`src/rtl/char_raster_pkg.sv`:
```
// Shared types and the computed glyph table of the character raster generator.
// Assumes a 3-bit gray level and a 5-dot glyph body inside a 6-dot cell.
package char_raster_pkg;

    localparam int LEVEL_W = 3;
    localparam int GLYPH_W = 5;

    typedef logic [LEVEL_W-1:0] level_t;

    // Raster decode flags for one dot position.
    typedef struct packed {
        logic disp;   // dot lies inside the picture window
        logic hs;     // line sync active
        logic vs;     // frame sync active
    } raster_flags_t;

    // Placeholder glyph table: body bits of a text code on one cell line.
    function automatic logic [GLYPH_W-1:0] glyph_bits(input logic [6:0] code,
                                                       input logic [2:0] row);
        return code[4:0] ^ {row, code[6:5]};
    endfunction

endpackage

```
`src/rtl/raster_counters.sv`:
```
// Dot, line, cell-phase and cell-column counters.
// Assumes a synchronous active-low reset; all counters restart at zero on a line wrap.
module raster_counters #(
    parameter int H_TOTAL = 512,
    parameter int V_TOTAL = 313,
    parameter int CELL_W  = 6,
    localparam int HW     = $clog2(H_TOTAL),
    localparam int VW     = $clog2(V_TOTAL),
    localparam int PH_W   = $clog2(CELL_W)
) (
    input  logic            clk,
    input  logic            rst_n,
    output logic [HW-1:0]   hcnt,
    output logic [VW-1:0]   vcnt,
    output logic [PH_W-1:0] phase,
    output logic [HW-1:0]   col
);

    logic line_end;
    assign line_end = (hcnt == HW'(H_TOTAL - 1));

    // Advance the dot position and wrap into the next line.
    always_ff @(posedge clk) begin
        if (!rst_n) begin
            hcnt <= '0;
        end else if (line_end) begin
            hcnt <= '0;
        end else begin
            hcnt <= hcnt + 1'b1;
        end
    end

    // Advance the line position at the end of each line.
    always_ff @(posedge clk) begin
        if (!rst_n) begin
            vcnt <= '0;
        end else if (line_end) begin
            vcnt <= (vcnt == VW'(V_TOTAL - 1)) ? '0 : vcnt + 1'b1;
        end
    end

    // Step the dot within the cell and the cell column.
    always_ff @(posedge clk) begin
        if (!rst_n || line_end) begin
            phase <= '0;
            col   <= '0;
        end else if (phase == PH_W'(CELL_W - 1)) begin
            phase <= '0;
            col   <= col + 1'b1;
        end else begin
            phase <= phase + 1'b1;
        end
    end

endmodule

```
`src/rtl/sync_decode.sv`:
```
// Decodes picture window, line sync and frame sync from the raster counters.
// Assumes the picture begins at dot 0 of line 0; purely combinational.
module sync_decode
    import char_raster_pkg::*;
#(
    parameter int H_ACTIVE = 384,
    parameter int H_FRONT  = 26,
    parameter int H_SYNC   = 32,
    parameter int V_ACTIVE = 256,
    parameter int V_FRONT  = 13,
    parameter int V_SYNC   = 4,
    parameter int HW       = 9,
    parameter int VW       = 9,
    localparam int HS_BEG  = H_ACTIVE + H_FRONT,
    localparam int HS_END  = HS_BEG + H_SYNC,
    localparam int VS_BEG  = V_ACTIVE + V_FRONT,
    localparam int VS_END  = VS_BEG + V_SYNC
) (
    input  logic [HW-1:0]  hcnt,
    input  logic [VW-1:0]  vcnt,
    output raster_flags_t  flags
);

    // Window comparisons for the current dot.
    always_comb begin
        flags.disp = (hcnt < HW'(H_ACTIVE)) && (vcnt < VW'(V_ACTIVE));
        flags.hs   = (hcnt >= HW'(HS_BEG)) && (hcnt < HW'(HS_END));
        flags.vs   = (vcnt >= VW'(VS_BEG)) && (vcnt < VW'(VS_END));
    end

endmodule

```
`src/rtl/fetch_arbiter.sv`:
```
// Shares the display RAM between character fetches and a processor slot.
// Assumes a RAM with one clock of read latency; dots below SLOT_START fetch
// characters and the remaining dots of each cell belong to the processor.
module fetch_arbiter #(
    parameter int CELL_W      = 6,
    parameter int SLOT_PHASES = 2,
    parameter int COL_W       = 6,
    parameter int ROW_W       = 5,
    parameter int RW          = 3,
    parameter int HW          = 9,
    parameter int VW          = 9,
    localparam int ADDR_W     = COL_W + ROW_W,
    localparam int PH_W       = $clog2(CELL_W),
    localparam int SLOT_START = CELL_W - SLOT_PHASES,
    localparam int FETCH_LAST = SLOT_START - 1
) (
    input  logic              clk,
    input  logic              rst_n,
    input  logic [PH_W-1:0]   phase,
    input  logic [HW-1:0]     col,
    input  logic [VW-1:0]     vcnt,
    input  logic              cpu_req,
    input  logic              cpu_we,
    input  logic [ADDR_W-1:0] cpu_addr,
    input  logic [7:0]        ram_rdata,
    output logic [ADDR_W-1:0] ram_addr,
    output logic              ram_we,
    output logic              cpu_ack,
    output logic [7:0]        cpu_rdata,
    output logic [7:0]        char_q
);

    logic              in_slot;
    logic              slot_first;
    logic [ADDR_W-1:0] vid_addr;
    logic              taken;
    logic              taken_rd;

    // Address of the character under the counters: cell row, then column.
    assign vid_addr   = {vcnt[RW +: ROW_W], col[COL_W-1:0]};
    assign in_slot    = (phase >= PH_W'(SLOT_START));
    assign slot_first = (phase == PH_W'(SLOT_START));

    // Select the RAM master and strobe a write once per slot.
    always_comb begin
        ram_addr = in_slot ? cpu_addr : vid_addr;
        ram_we   = slot_first && cpu_req && cpu_we;
    end

    // Latch the fetched character before the slot begins.
    always_ff @(posedge clk) begin
        if (!rst_n) begin
            char_q <= '0;
        end else if (phase == PH_W'(FETCH_LAST)) begin
            char_q <= ram_rdata;
        end
    end

    // Take a request at the slot start and close it at the cell end.
    always_ff @(posedge clk) begin
        if (!rst_n) begin
            taken     <= 1'b0;
            taken_rd  <= 1'b0;
            cpu_ack   <= 1'b0;
            cpu_rdata <= '0;
        end else begin
            cpu_ack <= 1'b0;
            if (slot_first) begin
                taken    <= cpu_req;
                taken_rd <= cpu_req && !cpu_we;
            end
            if (phase == PH_W'(CELL_W - 1)) begin
                cpu_ack  <= taken;
                taken    <= 1'b0;
                taken_rd <= 1'b0;
                if (taken_rd) begin
                    cpu_rdata <= ram_rdata;
                end
            end
        end
    end

endmodule

```
`src/rtl/pixel_path.sv`:
```
// Decodes a character byte into one cell line of gray levels and shifts them out.
// Assumes a 6x8 cell with a 5-dot glyph body; load arrives on the last dot of a cell.
module pixel_path
    import char_raster_pkg::*;
#(
    parameter int CELL_W = 6,
    parameter int CELL_H = 8,
    localparam int RW    = $clog2(CELL_H),
    localparam int SR_W  = CELL_W * LEVEL_W
) (
    input  logic          clk,
    input  logic          rst_n,
    input  logic          load,
    input  logic          disp,
    input  logic [RW-1:0] row,
    input  logic [7:0]    char_q,
    output level_t        video,
    output logic          blank_n
);

    logic [GLYPH_W-1:0] glyph;
    logic [SR_W-1:0]    pix;
    logic [SR_W-1:0]    sr;
    logic               valid_q;
    logic               lower_half;

    assign glyph      = glyph_bits(char_q[6:0], row);
    assign lower_half = (row >= RW'(CELL_H / 2));

    // One decoder per pixel column of the cell.
    for (genvar j = 0; j < CELL_W; j++) begin : g_pix
        localparam logic RIGHT_HALF = (j >= CELL_W / 2);
        logic [1:0] quad;
        logic       gfx_on;
        logic       txt_on;
        assign quad   = {lower_half, RIGHT_HALF};
        assign gfx_on = char_q[quad];
        if (j == 0) begin : g_gap
            assign txt_on = 1'b0;
        end else begin : g_body
            assign txt_on = (row != '0) && glyph[CELL_W - 1 - j];
        end
        assign pix[j*LEVEL_W +: LEVEL_W] =
            char_q[7] ? (gfx_on ? char_q[6:4] : '0) : (txt_on ? '1 : '0);
    end

    // Load a cell line, otherwise shift toward the output slot.
    always_ff @(posedge clk) begin
        if (!rst_n) begin
            sr      <= '0;
            valid_q <= 1'b0;
        end else if (load) begin
            sr      <= pix;
            valid_q <= disp;
        end else begin
            sr <= {LEVEL_W'(0), sr[SR_W-1:LEVEL_W]};
        end
    end

    assign video   = valid_q ? sr[LEVEL_W-1:0] : '0;
    assign blank_n = valid_q;

endmodule

```
`src/rtl/char_raster_gen.sv`:
```
// Character raster generator: counters, sync decode, shared RAM fetch and pixel path.
// Assumes an 8 MHz dot clock, a display RAM with one clock of read latency, and
// synchronous active-low reset.
module char_raster_gen
    import char_raster_pkg::*;
#(
    parameter int CELL_W      = 6,
    parameter int CELL_H      = 8,
    parameter int COLS        = 64,
    parameter int ROWS        = 32,
    parameter int H_TOTAL     = 512,
    parameter int H_FRONT     = 26,
    parameter int H_SYNC      = 32,
    parameter int V_TOTAL     = 313,
    parameter int V_FRONT     = 13,
    parameter int V_SYNC      = 4,
    parameter int SLOT_PHASES = 2,
    localparam int H_ACTIVE   = COLS * CELL_W,
    localparam int V_ACTIVE   = ROWS * CELL_H,
    localparam int HW         = $clog2(H_TOTAL),
    localparam int VW         = $clog2(V_TOTAL),
    localparam int COL_W      = $clog2(COLS),
    localparam int ROW_W      = $clog2(ROWS),
    localparam int RW         = $clog2(CELL_H),
    localparam int PH_W       = $clog2(CELL_W),
    localparam int ADDR_W     = COL_W + ROW_W
) (
    input  logic              clk,
    input  logic              rst_n,
    input  logic              cpu_req,
    input  logic              cpu_we,
    input  logic [ADDR_W-1:0] cpu_addr,
    input  logic [7:0]        cpu_wdata,
    output logic              cpu_ack,
    output logic [7:0]        cpu_rdata,
    output logic [ADDR_W-1:0] ram_addr,
    output logic              ram_we,
    output logic [7:0]        ram_wdata,
    input  logic [7:0]        ram_rdata,
    output logic              hsync_n,
    output logic              vsync_n,
    output logic              csync_n,
    output logic              blank_n,
    output logic [RW-1:0]     glyph_row,
    output logic [LEVEL_W-1:0] video
);

    logic [HW-1:0]   hcnt;
    logic [VW-1:0]   vcnt;
    logic [PH_W-1:0] phase;
    logic [HW-1:0]   col;
    logic [7:0]      char_q;
    logic            load;
    raster_flags_t   flags;

    raster_counters #(
        .H_TOTAL (H_TOTAL),
        .V_TOTAL (V_TOTAL),
        .CELL_W  (CELL_W)
    ) u_cnt (
        .clk   (clk),
        .rst_n (rst_n),
        .hcnt  (hcnt),
        .vcnt  (vcnt),
        .phase (phase),
        .col   (col)
    );

    sync_decode #(
        .H_ACTIVE (H_ACTIVE),
        .H_FRONT  (H_FRONT),
        .H_SYNC   (H_SYNC),
        .V_ACTIVE (V_ACTIVE),
        .V_FRONT  (V_FRONT),
        .V_SYNC   (V_SYNC),
        .HW       (HW),
        .VW       (VW)
    ) u_sync (
        .hcnt  (hcnt),
        .vcnt  (vcnt),
        .flags (flags)
    );

    fetch_arbiter #(
        .CELL_W      (CELL_W),
        .SLOT_PHASES (SLOT_PHASES),
        .COL_W       (COL_W),
        .ROW_W       (ROW_W),
        .RW          (RW),
        .HW          (HW),
        .VW          (VW)
    ) u_arb (
        .clk       (clk),
        .rst_n     (rst_n),
        .phase     (phase),
        .col       (col),
        .vcnt      (vcnt),
        .cpu_req   (cpu_req),
        .cpu_we    (cpu_we),
        .cpu_addr  (cpu_addr),
        .ram_rdata (ram_rdata),
        .ram_addr  (ram_addr),
        .ram_we    (ram_we),
        .cpu_ack   (cpu_ack),
        .cpu_rdata (cpu_rdata),
        .char_q    (char_q)
    );

    // The cell's pixels are loaded on its last dot, six dots behind the counters.
    assign load = (phase == PH_W'(CELL_W - 1));

    pixel_path #(
        .CELL_W (CELL_W),
        .CELL_H (CELL_H)
    ) u_pix (
        .clk     (clk),
        .rst_n   (rst_n),
        .load    (load),
        .disp    (flags.disp),
        .row     (vcnt[RW-1:0]),
        .char_q  (char_q),
        .video   (video),
        .blank_n (blank_n)
    );

    // Sync outputs; composite sync inverts the line pulse during frame sync.
    assign hsync_n   = ~flags.hs;
    assign vsync_n   = ~flags.vs;
    assign csync_n   = ~(flags.hs ^ flags.vs);
    assign glyph_row = vcnt[RW-1:0];
    assign ram_wdata = cpu_wdata;

endmodule

```
`config.mk`:
```
export PLATFORM = sky130hd
export DESIGN_NAME = char_raster_gen
export DESIGN_NICKNAME = d
export VERILOG_FILES = /design/src/rtl/char_raster_pkg.sv /design/src/rtl/raster_counters.sv /design/src/rtl/sync_decode.sv /design/src/rtl/fetch_arbiter.sv /design/src/rtl/pixel_path.sv /design/src/rtl/char_raster_gen.sv
export SDC_FILE = /design/constraint.sdc
export NUM_CORES = 1
export LEC_CHECK = 0
export ABC_AREA = 1
export BUFFER_PORTS_ARGS = -buffer_cell sky130_fd_sc_hd__buf_2
export CORE_ASPECT_RATIO = 2
export CORE_MARGIN = 3
export CORE_UTILIZATION = 47
export DETAILED_ROUTE_END_ITERATION = 7
export GPL_TIMING_DRIVEN = 0
export PLACE_DENSITY = 0.74
export SYNTH_ARGS = -nofsm -noshare
export SYNTH_HDL_FRONTEND = slang
export SYNTH_SLANG_ARGS = --single-unit
```
`constraint.sdc`:
```
create_clock -name clk -period 1.74 [get_ports clk]
set_input_delay 0.174 -clock clk [delete_from_list [all_inputs] [get_ports clk]]
set_output_delay 0.174 -clock clk [all_outputs]
set_load 0.02 [all_outputs]
```
* After elaboration in Yosys (flattened, before gate mapping) *
Cells that the tools add are included.

word-level totals
  bits in registers = 68
  input port bits = 31
  output and inout bits = 39
  logic and storage cells = 78

operators by class
  add/sub/neg operators = 4
  magnitude comparators = 10
  eq/ne operators = 5
  mux-type cells = 21
  bitwise logic cells = 6
  reductions and logical operators = 20

operators with widths
  kind                                                                           count
  3-bit two-way mux                                                              14
  9-bit less-than comparator (second input constant)                             4
  9-bit by 1-bit adder with 9-bit output (second input constant)                 3
  9-bit equality test (second input constant)                                    2
  9-bit >= comparator (second input constant)                                    2
  15-bit two-way mux                                                             1
  1-bit logical AND                                                              11
  11-bit two-way mux                                                             1
  9-bit two-way mux                                                              1
  2-bit by 4-bit less-than comparator with 1-bit output (second input constant)  2
  3-bit equality test (second input constant)                                    2
  3-bit >= comparator (second input constant)                                    2
  2-bit OR reduction                                                             3
  5-bit bitwise XOR                                                              1
  1-bit two-way mux                                                              4
  1-bit NOT                                                                      4
  2-bit AND reduction                                                            2
  3-bit by 1-bit adder with 3-bit output (second input constant)                 1
  3-bit by 2-bit equality test with 1-bit output (second input constant)         1
  3-bit nonzero test                                                             1
  1-bit logical NOT                                                              2
  1-bit logical OR                                                               1
  1-bit bitwise XOR                                                              1

* Depth between registers and ports, before layout *
  depth after elaboration = 6
  mapped depth = 15
  mapped depth without buffers = 14

* Cells and area by module *
From an unflattened synthesis, not the netlist that was laid out.

unflattened totals
  cells, all modules = 503
  area total of the unflattened synthesis = 3323.2 um^2

by module, submodules not included
  module           times used  cells each  area each (um^2)  seq. area each (um^2)
  raster_counters  1           197         1362.6            600.6
  fetch_arbiter    1           141         894.6             380.4
  pixel_path       1           120         857.1             380.4
  sync_decode      1           30          122.6             0.0
  char_raster_gen  1           15          86.3              0.0

* Worst setup path after synthesis *
OpenSTA, ideal clock, no wires.

  path kind = register -> register
  from = reg u_cnt.hcnt[0]
  to = reg u_cnt.vcnt[5]
  library setup time = 0.121 ns
  arrival = 1.623 ns
  required time = 1.619 ns
  slack = -0.004 ns
  cell stages (with the launch flop) = 15
  path buffers = 1
  clock period less this slack = 1.744 ns
  cells stage by stage = dfxtp_1 ha_1 nand2_1 inv_1 nand2_1 nor2_1 nand2_1 nor2_1 ha_1 buf_2 inv_1 nor2_1 nand3b_1 nand2_1 nor2_1

on the way
  cells in the longest elaborated chain, start to end = 1

RTL lines
  item                    RTL line               text
  start, declared         raster_counters.sv:13  output logic [HW-1:0] hcnt,
  start signal, assigned  raster_counters.sv:29  hcnt <= hcnt + 1'b1;
  9-bit equality test     raster_counters.sv:20  assign line_end = (hcnt == HW'(H_TOTAL - 1));
  end signal, assigned    raster_counters.sv:38  vcnt <= (vcnt == VW'(V_TOTAL - 1)) ? '0 : vcnt + 1'b1;
  end, declared           raster_counters.sv:14  output logic [VW-1:0] vcnt,

No other way between the ends.
A chain may end at the register's enable or synchronous reset.

* Final worst setup path *
  from = reg u_cnt.hcnt[0]
  to = reg u_cnt.hcnt[4]

on the way
  cells in the longest elaborated chain, start to end = 2
  elaborated cells between the ends (all ways) = 3
  those cells by class = add/sub: 1; eq/ne: 1; reduce/logical: 1

RTL lines
  item
  branches (longest 2 deep; another with 9-bit by 1-bit adder with 9-bit output)

Several ways; the timed one is not identified.

==> impl_results.md <==
* Run status: finished, violations left
* Failing checks: setup timing
* Final Skew at 0.00389 ns
* I/O pins at 70
* Total number of vias at 3,001
* Final ANT Viol Nets at 0
* WHS Path Cells at 3
* Leading cell types in the layout, fill and taps excluded: 133 x nand2_1, 61 x buf_2, 61 x dfxtp_1
* Clock Sinks at 65
* Final hold vios at 0
* Yosys Warn Count at 0
* Leakage at 2.01 nW
* Worst setup path end: u_cnt.hcnt[4]
* Synthesized cell area at 3020 sq um
* Clk_lat worst skew at 0.33 ns
* Initial Util at 49.4%
* Hold Buf Count CTS at 0
* WL final at 7.49 mm
* Die Y at 119 um
* Avg Cell Area, Syn at 6.94 sq um
* First-pass DRT Iterations at 4
* Max Root-Sink Buffers at 2
* Pwr/cell area at 939 nW/um^2
* Crit path launch: u_cnt.hcnt[0]
* Via-to-Cell Ratio at 4.92
* Yosys reg bits at 65
* Post-DP HPWL at 5.47 mm
* Layout cell share with drive strength beyond 1 at 26.0%
* FP Rows at 40
* Reg-to-Reg Start: u_cnt.hcnt[0]
* Post-route DRC at 0
* Yosys cell types at 25
* DIE AREA at 7480 sq um
* Inserted Diodes at 0
* Hold crit path type: in2reg
* RSZ-0062 raised after global routing: yes
* Most common cell after layout, fill and taps aside: nand2_1
* Max_cap viols at 0
* Fill cells at 576
* Max Freq at 555 MHz
* Placer Congestion at 0.826
* Dpl cell area at 3430 sq um
* Slew headroom at 71.7%
* Synth-to-Final Area Change at 32.1%
* Number of global-route vias before repair at 2,847
* R2R Setup Slk at -0.06 ns
* Multi-input logic area at 1520 sq um
* Period minus WS final at 1.80 ns
* Nets at 562
* Total Routing Usage GR at 21.1%
* Max rail drop VDD at 0.801 mV
* Crit path launch type: flip-flop
* FF/Latch Area at 1310 sq um
* Post-Route Utilization at 65.3%
* Kind of critical path: reg2reg
* Worst-path clk slew at 0.05 ns
* Worst hold margin at 0.0857 ns
* 1st-iter DRT viols at 122
* First-pass GRT wire length at 12.4 mm
* Crit-path max FO at 10
* Largest net degree at the start of global routing at 12
* Slew @ Worst Pin at 0.425 ns
* Die width at 62.7 um
* Port Buf Inserts at 61
* Gate Count Post-Synth at 435
* Worst reg2reg path endpoint: u_cnt.hcnt[4]
* Max Transition Viols Final at 0
* Critical path capture point type: flip-flop
* Post-synthesis sequential area ratio at 43.1%
* H-tree depth at 3
* Worst EP required at 2.00 ns
* Final WS setup at -0.0615 ns
* Syn nets at 476
* Core ar. at 6110 sq um
* Cells on worst reg2reg path at 13
* WL per Instance at 12.3 um
* Final setup fails at 7
* Grt total ovfl at 0
* Arrival @ worst endpoint at 2.06 ns
* Crit share post-route at 104%
* CTS tree: yes
* Final Cell Area at 3990 sq um
* Clock buffer count from CTS at 9
* Initial antenna violation count at 0
* Root buf cell: clkbuf_16
-- metrics by stage --
step           cells  power (mW)  worst slack (ns)  TNS (ns)
6_report         610        3.75           -0.0615    -0.202
2_1_floorplan    435        1.71            0.0207         0
4_1_cts          606        3.77           -0.0590    -0.276
3_3_place_gp     580        1.79            -0.192     -3.21
3_5_place_dp     580        1.79            -0.245     -4.60
5_1_grt          610        3.89            -0.174     -2.17
-- how the worst min path moves through the flow --
stage | startpoint | end
after floorplan | ram_rdata[7] | u_arb.char_q[7]
after global placement | u_pix.sr[15] | u_pix.sr[12]
after detailed placement | u_pix.sr[5] | u_pix.sr[2]
after CTS | ram_rdata[4] | u_arb.char_q[4]
after global routing | ram_rdata[6] | u_arb.char_q[6]
final | ram_rdata[4] | u_arb.char_q[4]
-- Yosys cell counts --
master	n	area (sq um)
a21oi_1	22	110
a21oi_2	1	8.76
buf_1	1	3.75
buf_2	3	15.0
buf_4	14	105
clkbuf_1	4	15.0
dfxtp_1	65	1300
ha_1	10	125
inv_1	41	154
inv_2	1	3.75
nand2_1	138	518
nand2_2	1	6.26
nand3_1	27	135
nand3b_1	1	7.51
nand4_1	2	12.5
nor2_1	63	236
nor2_2	1	6.26
nor2_8	1	20.0
nor3_1	3	15.0
o21ai_0	25	125
o21ai_2	1	8.76
o21bai_1	1	7.51
o31ai_1	1	7.51
xnor2_1	1	8.76
xor2_1	7	61.3
-- cells by family after synthesis --
logic type,count (synthesis),synth area share [%]
xor+xnor,8,2.32
fa+ha+maj,10,4.15
flops,65,43.1
buf+inv,64,9.83
simple gates,237,31.7
compound gates,51,8.87
-- what timing repair did --
| action | in CTS | in global routing |
|---|---|---|
| endpoints found under the setup margin | 28 | 40 |
| buffers inserted | 10 | 4 |
| resized for setup | 34 | 15 |
| pin swaps | 12 | 7 |
-- flip-flops by register name, summed over array words and instances (netlist names) --
| name | cells |
|---|---|
| u_arb.taken | 1 |
| u_cnt.vcnt | 9 |
| u_pix.sr | 18 |
| u_arb.cpu_ack | 1 |
| u_arb.char_q | 8 |
| u_cnt.hcnt | 9 |
| u_pix.blank_n | 1 |
| u_cnt.phase | 3 |
| u_arb.taken_rd | 1 |
| u_arb.cpu_rdata | 8 |
| u_cnt.col | 6 |
-- layout make-up --
type	count	area share (%)
Multi-Input combinational cell	306	38.0
Sequential cell	65	32.8
Timing Repair Buffer	75	10.4
Clock buffer	12	6.43
Inverter	42	4.02
Buffer	22	3.86
Tap cell	84	2.64
Clock inverter	4	1.88
-- critical path: stages, from the launching register on --
cell	delay, ns
dfxtp_2	0.33
ha_4	0.17
nand2_2	0.06
inv_2	0.05
nand2_4	0.07
nor2_4	0.04
nand2_2	0.08
nor2_1	0.04
ha_2	0.16
buf_6	0.14
nor2_2	0.17
buf_6	0.18
o21ai_1	0.09
a21oi_1	0.14
-- layer usage --
layer	vias up	routed length (um)	global-route usage, %	part of all wire [%]
met5	-	0	0	0
met4	0	291	13.6	3.9
met3	19	395	4.62	5.3
met2	103	4190	40.3	56
met1	1345	2610	19.5	35
li1	1534	-	-	-
-- where the power goes --
part	total [mW]	switching, mW	internal (mW)
sequential	1.54	0.0261	1.52
combinational	0.244	0.143	0.101
clock	1.96	0.628	1.33
total	3.75	0.797	2.95
(Power assumes the default switching activity.)
